### config.mk
export PLATFORM = sky130hd
export DESIGN_NAME = aux_refclk_gen
export DESIGN_NICKNAME = d
export VERILOG_FILES = /design/src/rtl/refclk_pkg.sv /design/src/rtl/refclk_ctrl_reg.sv /design/src/rtl/refclk_divider.sv /design/src/rtl/refclk_pin_mux.sv /design/src/rtl/aux_refclk_gen.sv
export SDC_FILE = /design/constraint.sdc
export NUM_CORES = 1
export LEC_CHECK = 0
export BUFFER_PORTS_ARGS = -buffer_cell sky130_fd_sc_hd__buf_4
export CAP_MARGIN = 15
export CORE_ASPECT_RATIO = 1.2
export CORE_UTILIZATION = 50
export DETAILED_ROUTE_END_ITERATION = 16
export GPL_ROUTABILITY_DRIVEN = 0
export HOLD_SLACK_MARGIN = 0.15
export PLACE_DENSITY_LB_ADDON = 0.2
export SLEW_MARGIN = 30
export SYNTH_ARGS = -nofsm -noshare
export SYNTH_HDL_FRONTEND = slang
export SYNTH_HIERARCHICAL = 1
export SYNTH_SLANG_ARGS = --single-unit
### constraint.sdc
create_clock -name clk -period 6.7 [get_ports clk]
set_input_delay 1.34 -clock clk [delete_from_list [all_inputs] [get_ports clk]]
set_output_delay 1.34 -clock clk [all_outputs]
set_load 0.01 [all_outputs]
### src/rtl/refclk_pkg.sv
package refclk_pkg;
   // default layout of the control word
   localparam int REFCLK_CTRL_W  = 32;
   localparam int REFCLK_DIV_W   = 7;
   localparam int REFCLK_EN_POS  = 7;

   // phase of the generated clock
   typedef enum logic {
      PH_LOW  = 1'b0,
      PH_HIGH = 1'b1
   } refclk_phase_e;
endpackage

### src/rtl/refclk_ctrl_reg.sv
module refclk_ctrl_reg
   import refclk_pkg::*;
#(
   parameter int CTRL_W = REFCLK_CTRL_W,
   parameter int DIV_W  = REFCLK_DIV_W,
   parameter int EN_POS = REFCLK_EN_POS
) (
   input  logic              clk,
   input  logic              rst_n,
   input  logic              wr,
   input  logic [CTRL_W-1:0] wdata,
   output logic [DIV_W-1:0]  div,
   output logic              active
);
   logic en_q;
   logic [DIV_W-1:0] div_q;

   // only the enable and divisor fields are stored; the rest is dropped
   always_ff @(posedge clk) begin
      if (!rst_n) begin
         en_q  <= 1'b0;
         div_q <= '0;
      end else if (wr) begin
         en_q  <= wdata[EN_POS];
         div_q <= wdata[DIV_W-1:0];
      end
   end

   assign div    = div_q;
   assign active = en_q && (div_q != '0);
endmodule

### src/rtl/refclk_divider.sv
module refclk_divider
   import refclk_pkg::*;
#(
   parameter int DIV_W = REFCLK_DIV_W
) (
   input  logic             clk,
   input  logic             rst_n,
   input  logic             restart,
   input  logic             active,
   input  logic [DIV_W-1:0] div,
   output refclk_phase_e    phase
);
   logic [DIV_W-1:0] cnt_q;
   refclk_phase_e    phase_q;
   logic             last_tick;

   assign last_tick = (cnt_q == div - DIV_W'(1));

   always_ff @(posedge clk) begin
      if (!rst_n || restart || !active) begin
         cnt_q   <= '0;
         phase_q <= PH_LOW;
      end else if (last_tick) begin
         cnt_q   <= '0;
         phase_q <= (phase_q == PH_LOW) ? PH_HIGH : PH_LOW;
      end else begin
         cnt_q   <= cnt_q + DIV_W'(1);
      end
   end

   assign phase = phase_q;
endmodule

### src/rtl/refclk_pin_mux.sv
module refclk_pin_mux
   import refclk_pkg::*;
(
   input  logic          clk,
   input  logic          rst_n,
   input  logic          active,
   input  refclk_phase_e phase,
   input  logic          io_val,
   output logic          pin_out,
   output logic          override
);
   // registered so the pin and its flag change on the same edge
   always_ff @(posedge clk) begin
      if (!rst_n) begin
         pin_out  <= 1'b0;
         override <= 1'b0;
      end else begin
         pin_out  <= active ? (phase == PH_HIGH) : io_val;
         override <= active;
      end
   end
endmodule

### src/rtl/aux_refclk_gen.sv
module aux_refclk_gen
   import refclk_pkg::*;
#(
   parameter int CTRL_W = REFCLK_CTRL_W,
   parameter int DIV_W  = REFCLK_DIV_W,
   parameter int EN_POS = REFCLK_EN_POS
) (
   input  logic              clk,
   input  logic              rst_n,
   input  logic              cfg_wr,
   input  logic [CTRL_W-1:0] cfg_wdata,
   input  logic              io_pin0,
   output logic              pin0_out,
   output logic              pin0_override
);
   localparam int FIELD_TOP = (EN_POS > DIV_W - 1) ? EN_POS : DIV_W - 1;

   generate
      if (DIV_W < 1) begin : g_bad_div
         $error("divisor field must be at least one bit wide");
      end
      if (EN_POS < DIV_W) begin : g_bad_en
         $error("enable bit overlaps the divisor field");
      end
      if (FIELD_TOP >= CTRL_W) begin : g_bad_ctrl
         $error("control word too narrow for its fields");
      end
   endgenerate

   logic [DIV_W-1:0] div;
   logic             active;
   refclk_phase_e    phase;

   refclk_ctrl_reg #(.CTRL_W(CTRL_W), .DIV_W(DIV_W), .EN_POS(EN_POS)) u_ctrl (
      .clk    (clk),
      .rst_n  (rst_n),
      .wr     (cfg_wr),
      .wdata  (cfg_wdata),
      .div    (div),
      .active (active)
   );

   refclk_divider #(.DIV_W(DIV_W)) u_div (
      .clk     (clk),
      .rst_n   (rst_n),
      .restart (cfg_wr),
      .active  (active),
      .div     (div),
      .phase   (phase)
   );

   refclk_pin_mux u_mux (
      .clk      (clk),
      .rst_n    (rst_n),
      .active   (active),
      .phase    (phase),
      .io_val   (io_pin0),
      .pin_out  (pin0_out),
      .override (pin0_override)
   );
endmodule

# == Word level (Yosys, flattened, before mapping) ==
# Index checks and enable logic that the tools add are counted.
# totals
regBits,18
in_bits,36
out_inout_bits,2
word_cells,18
# classes
add_sub_neg,2
eq_ne,1
mux,2
reduce_logical,7
# op_table
op,count
7-bit by 1-bit adder with 7-bit output (second input constant),1
7-bit equality test,1
7-bit nonzero test,1
7-bit by 1-bit subtractor with 7-bit output (second input constant),1
1-bit logical NOT,2
1-bit logical OR,2
1-bit 2-to-1 mux,2
2-bit OR reduction,1
1-bit logical AND,1

# == Depth between registers and ports, before layout ==
# Gate-level depths: netlist (run 1).
# depth
depth_word,5
ltp_mapped,8
ltp_nobuf,7

# == Hierarchy ==
# Netlist (run 1), hierarchy kept.
# by_module_without_submodules
module,instances,cells_per_inst,area_per_inst_um2,seq_area_each_um2
refclk_divider,1,67,583.1,160.2
refclk_ctrl_reg,1,28,320.3,160.2
refclk_pin_mux,1,5,63.8,40.0

# == Worst setup path before layout (run 1) ==
# Ideal clock, no wire load.
# synth_path
kind,register to register
startpoint,"register u_ctrl.div_q[0], in the netlist u_ctrl/div[0]"
endpoint,"register u_div.phase_q, in the netlist u_div/phase"
setup_time_ns,0.121
arrival_time_ns,2.094
required_time_ns,6.579
path_slack_ns,4.485
path_stages_with_launch,8
n_path_buf,1
period_less_slack_ns,2.215
cell_sequence,dfxtp_1 -> buf_4 -> inv_1 -> ha_1 -> o21ai_2 -> or4b_4 -> a311oi_4 -> mux2_4
# synth_via
elab_chain_len,4
word_cells_on_any_way,6
cone_classes,1 x add/sub; 1 x eq/ne; 4 x reduce/logical
# synth_rtl
element,line,rtl
from (decl),refclk_ctrl_reg.sv:16,logic [DIV_W-1:0] div_q;
from (signal assigned),refclk_ctrl_reg.sv:25,div_q <= wdata[DIV_W-1:0];
branches (longest 4 deep; another with 7-bit by 1-bit subtractor with 7-bit output),--,
to (signal assigned),refclk_divider.sv:25,phase_q <= (phase_q == PH_LOW) ? PH_HIGH : PH_LOW;
to (decl),refclk_divider.sv:14,refclk_phase_e phase_q;
# Several ways; the timed one is not identified.
# A chain may end at the register's enable or synchronous reset.

# == Worst setup path in the final report (run 1) ==
# Ends and elaborated chain as after synthesis.

==> results of run 1 <==
## power by group
group	leakage (nW)	internal (W)	switching, W
Clock	0.0210	0.0000331	0.0000331
Combinational	0.279	0.0000178	0.0000135
Sequential	0.147	0.000111	0.00000548
## area by class of cell
| class | instances | area (sq um) |
|---|---|---|
| well taps | 19 | 23.8 |
| fillers | 174 | 731 |
| clock buffers | 4 | 36.3 |
| inverters | 3 | 11.3 |
| multi-input cells | 75 | 569 |
| repair buffers | 13 | 97.6 |
| flip-flops and latches | 18 | 360 |
## registers in the layout, indices dropped and copies added, names as in the netlist
register	cells
u_ctrl/div	7
u_ctrl/en_q	1
u_div/cnt_q	7
u_div/phase	1
u_mux/override	1
u_mux/pin_out	1
## metrics by stage
step / power, W / setup WS [ns] / hold slack (ns) / std cells
final: 0.000214 / 4.19 / 0.508 / 132
after global routing: 0.000223 / 4.06 / 0.541 / 132
after CTS: 0.000217 / 4.16 / 0.512 / 132
after detailed placement: 0.000150 / 4.19 / 0.497 / 128
after global placement: 0.000148 / 4.26 / 0.485 / 128
after floorplan: 0.000140 / 4.48 / 0.468 / 100
## worst paths after layout
path,startpoint,to,slack [ns],cells past startpoint
hold reg to reg,u_div/cnt_q[0]$_SDFF_PP0_,u_div/cnt_q[0]$_SDFF_PP0_,0.51,1
setup reg to reg,u_ctrl/div[0]$_SDFFE_PN0P_,u_div/phase$_SDFFE_PP0N_,4.19,6
setup / recovery,u_ctrl/div[0]$_SDFFE_PN0P_,u_div/phase$_SDFFE_PP0N_,4.19,6
hold / removal,u_div/cnt_q[0]$_SDFF_PP0_,u_div/cnt_q[0]$_SDFF_PP0_,0.51,1
## worst register-to-register path: stages, from the launching register on
cell,delay (ns)
dfxtp_1,0.55
inv_1,0.09
ha_1,0.30
o21ai_2,0.15
or4b_4,0.48
a311oi_4,0.49
mux2_4,0.35
## per-layer routing
metal | up-vias | wire, um | global-route usage (%)
met1 | 353 | 798 | 22.5
li1 | 380 | - | -
met5 | - | 0 | 0
met2 | 14 | 943 | 32.8
met4 | 0 | 30 | 10.9
met3 | 4 | 49 | 3.24
## cells in the mapped netlist
cell | n | share of area, %
a221oi_1 | 1 | 0.91
or4b_4 | 1 | 1.4
buf_6 | 1 | 1.2
a211oi_1 | 1 | 0.78
mux2i_1 | 9 | 9.3
buf_4 | 1 | 0.78
and4b_1 | 1 | 1.0
a31oi_1 | 1 | 0.65
nand2b_1 | 1 | 0.65
o21ai_0 | 1 | 0.52
a311oi_4 | 1 | 2.7
xor2_1 | 7 | 6.3
clkbuf_1 | 2 | 0.78
o21ba_1 | 1 | 1.0
inv_1 | 3 | 1.2
o21ai_1 | 1 | 0.52
o21ai_2 | 1 | 0.91
a21boi_0 | 1 | 0.78
a41oi_1 | 1 | 0.91
nor2b_1 | 9 | 5.8
nand2_1 | 2 | 0.78
nor2_1 | 4 | 1.6
nand3b_1 | 1 | 0.78
and3_1 | 1 | 0.65
nand3_1 | 4 | 2.1
nor4_1 | 3 | 1.9
nor3b_1 | 2 | 1.6
mux2_4 | 1 | 1.6
nor2_2 | 1 | 0.65
ha_1 | 2 | 2.6
xnor2_1 | 5 | 4.5
dfxtp_1 | 18 | 37
nor3_1 | 10 | 5.2
and2_2 | 1 | 0.78
## cell families after synthesis
| logic type | Yosys count | share of synthesized area (%) |
|---|---|---|
| compound gates | 10 | 9.70 |
| xor+xnor | 12 | 10.9 |
| fa+ha+maj | 2 | 2.59 |
| buf+inv | 7 | 3.88 |
| flops | 18 | 37.3 |
| mux | 10 | 10.9 |
| simple gates | 41 | 24.8 |
==> impl_metrics.csv, run 1 <==
group,metric,value,unit
logic_synthesis,yosys_warnings,6,
cells_and_area,antenna_cells,0,
sta,setup-violations-final,0,
place,hpwl,1360,um
sta,slew_viol_final,0,
critical_path,crit_family,"compound AO/OA/AOI/OAI gates",
die,die_area,2120,sq um
routing,drt-wirelength-per-cell,13.8,um
clock_tree,clock-sinks,18,
sta,setup_tns,0,ns
die,io_pins,38,
routing,vias,751,
flow_run,cap_viol_max_count,0,
pwr,p_leak,0.447,nW
status,status,"completed",
global_routing,grt_use_total,19.2,%
logic_synthesis,seq_area_frac_synth,37.3,%
place,place_area,1060,sq um
clock_tree,insertion_delay,0.29,ns
routing,drt-initial-drc-count,15,
global_routing,grt_max_degree,12,
cells_and_area,final_util,60.1,%
clock_tree,cts_hold_buffers,0,
critical_path,cp.arrival,2.70,ns
routing,via_per_inst,5.69,
die,die_h,50.2,um
clock_tree,htreeDepth,1,
clock_tree,cts_root_buffer,"clkbuf_4",
cells_and_area,fin_area,1100,sq um
clock_tree,postCtsSetupRepairBufs,0,
clock_tree,cts_tree,"yes",
critical_path,path_max_fanout,9,
global_routing,antenna_found_initial,0,
cells_and_area,syn_to_final_growth,13.6,%
critical_path,slowest_delay,0.55,ns
pwr,p_per_area,194,nW/um^2
logic_synthesis,ys_types,34,
place,numPortBuffers,13,
clock_tree,clk_pin_slew,0.10,ns
logic_synthesis,syn_inst,100,
routing,antenna_left,0,
sta,tightest_slew,0.492,ns
routing,totalWireLength,1820,um
clock_tree,cts_inserted_buffers,3,
global_routing,grt_pass1_wl,3040,um
logic_synthesis,synth_area,967,sq um
critical_path,crit_path_start_kind,"flip-flop",
global_routing,grt_overflow_total,0,
cells_and_area,finalNetCount,152,
die,fp.dieW,42.2,um
critical_path,cp-end-kind,"flip-flop",
routing,dr.pass1.iters,4,
die,start_util,52.9,%
hold_path,hp-class,"flip-flop to flip-flop",
sta,fin_crit_sh,37.5,%
sta,max_slew_margin,67.2,%
routing,drc,0,
cells_and_area,final_common_cell,"dfxtp_1",
clock_tree,clockBufferDepth,2,
critical_path,crit_chain,"inv_1, ha_1, o21ai_2, or4b_4, a311oi_4, mux2_4",
clock_tree,cts.repair.resized,0,
sta,fmax,0.398,GHz
sta,hold_viol,0,
global_routing,grt_pass1_vias,684,
logic_synthesis,synth_area_per_cell,9.67,sq um
critical_path,crit_type,"flip-flop to flip-flop",
pwr,ir_drop,0.149,mV
critical_path,critical-path-slowest-cell,"dfxtp_1",
logic_synthesis,synth_nets,138,
cells_and_area,drive_gt1_share,20.4,%
sta,skew,0.00580,ns
critical_path,cp.required,6.89,ns
logic_synthesis,ys_seq_elements,18,
sta,min_period,2.51,ns
die,core,1830,sq um
sta,rsz0062_at_grt,"no",
die,placementRows,17,
critical_path,crit_buf_inv,1,
cells_and_area,layout_common_cells,"18 x dfxtp_1, 13 x buf_4, 10 x nor3_1, 9 x mux2i_1, 9 x nor2b_1",
Power figures use the tool's default switching activity.
==> run 2, diff against run 1 <==
- CORE_UTILIZATION: 50 -> 47
- clock period: 6.7 -> 2.33 ns (I/O delays scaled with it)
==> run 2 against run 1 <==
Effect of this change:
- first-iteration DRC count down 40%
- critical path depth unchanged
- sequential power rose to 2.8 times the previous value
- register-to-register slack worse by 3.9 ns
- cell count up 2.3%
- clock-buffer cell count unchanged
- setup slack worse by 3.9 ns
- core utilization down 0.83 points
- clock power rose to 2.9 times the previous value
- via count down 0.13%
- flip-flop and latch count unchanged
==> impl_metrics.csv, run 2 (synthesis results as in run 1) <==
group,metric,value,unit
status,status,"completed",
cells_and_area,fillerInstances,160,
pwr,switchingPower,0.000151,W
routing,drt-initial-drc-count,9,
clock_tree,clk_pin_slew,0.10,ns
routing,antenna_left,0,
sta,setup-violations-final,0,
clock_tree,clockBufferDepth,2,
pwr,p_int,0.000467,W
critical_path,crit_chain,"inv_1, ha_1, o21ai_2, or4b_4, a311oi_4, mux2_4",
cells_and_area,syn_to_final_growth,15.9,%
routing,dr.pass1.iters,6,
pwr,swShare,24.5,%
clock_tree,cts_inserted_buffers,3,
sta,fin_crit_sh,87.8,%
die,placementRows,17,
die,die_area,2240,sq um
global_routing,grt_pass1_vias,752,
die,core,1890,sq um
routing,vias,750,
pwr,p_per_area,552,nW/um^2
sta,tightest_slew,0.366,ns
critical_path,cp.arrival,2.24,ns
pwr,power,0.000618,W
pwr,pwr-share-comb,15.6,%
die,start_util,51.1,%
clock_tree,htreeDepth,1,
clock_tree,cts.repair.resized,0,
die,io_pins,38,
cells_and_area,antenna_cells,0,
hold_path,hp-class,"primary input to flip-flop",
place,hpwl,1320,um
sta,slew_viol_final,0,
sta,skew,0.00551,ns
critical_path,crit_buf_inv,1,
critical_path,path_max_fanout,7,
pwr,p_seq_share,53.2,%
sta,min_period,2.05,ns
pwr,ir_drop,0.326,mV
sta,setup_tns,0,ns
clock_tree,postCtsSetupRepairBufs,0,
clock_tree,cts_root_buffer,"clkbuf_4",
sta,rsz0062_at_grt,"no",
cells_and_area,drive_gt1_share,22.4,%
pwr,clockPowerShare,31.3,%
cells_and_area,layout_common_cells,"18 x dfxtp_1, 16 x buf_4, 10 x nor3_1, 9 x mux2i_1, 9 x nor2b_1",
routing,totalWireLength,1730,um
routing,drt-wirelength-per-cell,12.8,um
critical_path,critical-path-slowest-cell,"or4b_4",
global_routing,grt_max_degree,12,
global_routing,grt_overflow_total,0,
pwr,p_leak,0.463,nW
sta,fmax,0.489,GHz
critical_path,crit_family,"compound AO/OA/AOI/OAI gates",
clock_tree,cts_tree,"yes",
place,place_area,1080,sq um
cells_and_area,finalNetCount,155,
cells_and_area,fin_area,1120,sq um
routing,via_per_inst,5.56,
critical_path,crit_path_start_kind,"flip-flop",
global_routing,antenna_found_initial,0,
die,fp.dieW,43.4,um
global_routing,grt_pass1_wl,3120,um
cells_and_area,final_util,59.2,%
clock_tree,cts_hold_buffers,0,
cells_and_area,final_common_cell,"dfxtp_1",
flow_run,cap_viol_max_count,0,
critical_path,crit_type,"flip-flop to flip-flop",
critical_path,slowest_delay,0.47,ns
place,numPortBuffers,13,
routing,drc,0,
clock_tree,insertion_delay,0.30,ns
sta,max_slew_margin,75.4,%
clock_tree,clock-sinks,18,
critical_path,cp.required,2.53,ns
critical_path,cp-end-kind,"flip-flop",
die,die_h,51.7,um
sta,hold_viol,0,
global_routing,grt_use_total,18.8,%
run 2: path summary, 6_finish.rpt:
kind | to | slack [ns] | cells after the start | start
worst max-delay path | u_div/phase$_SDFFE_PP0N_ | 0.28 | 6 | u_ctrl/div[0]$_SDFFE_PN0P_
worst min-delay path | u_mux/pin_out$_SDFF_PN0_ | 0.42 | 3 | io_pin0
worst max register to register | u_div/phase$_SDFFE_PP0N_ | 0.28 | 6 | u_ctrl/div[0]$_SDFFE_PN0P_
worst min register to register | u_ctrl/en_q$_SDFFE_PN0P_ | 0.53 | 2 | u_ctrl/en_q$_SDFFE_PN0P_
run 2: metrics by stage:
| stage | worst slack, ns | hold WS [ns] | instances |
|---|---|---|---|
| 3_3_place_gp | 0.299 | 0.494 | 131 |
| 6_report | 0.284 | 0.417 | 135 |
| 5_1_grt | 0.177 | 0.421 | 135 |
| 3_5_place_dp | 0.281 | 0.504 | 131 |
| 2_1_floorplan | 0.115 | 0.468 | 100 |
| 4_1_cts | 0.270 | 0.408 | 135 |
run 2: area by class of cell:
type | instances | area, sq um | area share [%]
multi-input cells | 75 | 569 | 50.8
flip-flops and latches | 18 | 360 | 32.1
repair buffers | 16 | 120 | 10.7
clock buffers | 4 | 36.3 | 3.24
well taps | 19 | 23.8 | 2.12
inverters | 3 | 11.3 | 1.00
run 2: tightest hold or removal path, stage by stage:
cell	delay [ns]
buf_4	0.08
mux2i_1	0.05
nor2b_1	0.09
run 2: power by group through the flow:
stage	sequential [W]	combinational [W]	clock [W]
floorplan	0.000335	0.0000677	0
CTS	0.000329	0.0000970	0.000203
detailed placement	0.000336	0.0000968	0
global route	0.000331	0.000107	0.000211
finish	0.000329	0.0000962	0.000193
global placement	0.000335	0.0000943	0
run 2: metal layers:
layer,track usage [%],wire length [um]
met4,11.5,34
met2,31.6,851
met5,0,0
met3,3.47,53
met1,22.0,784
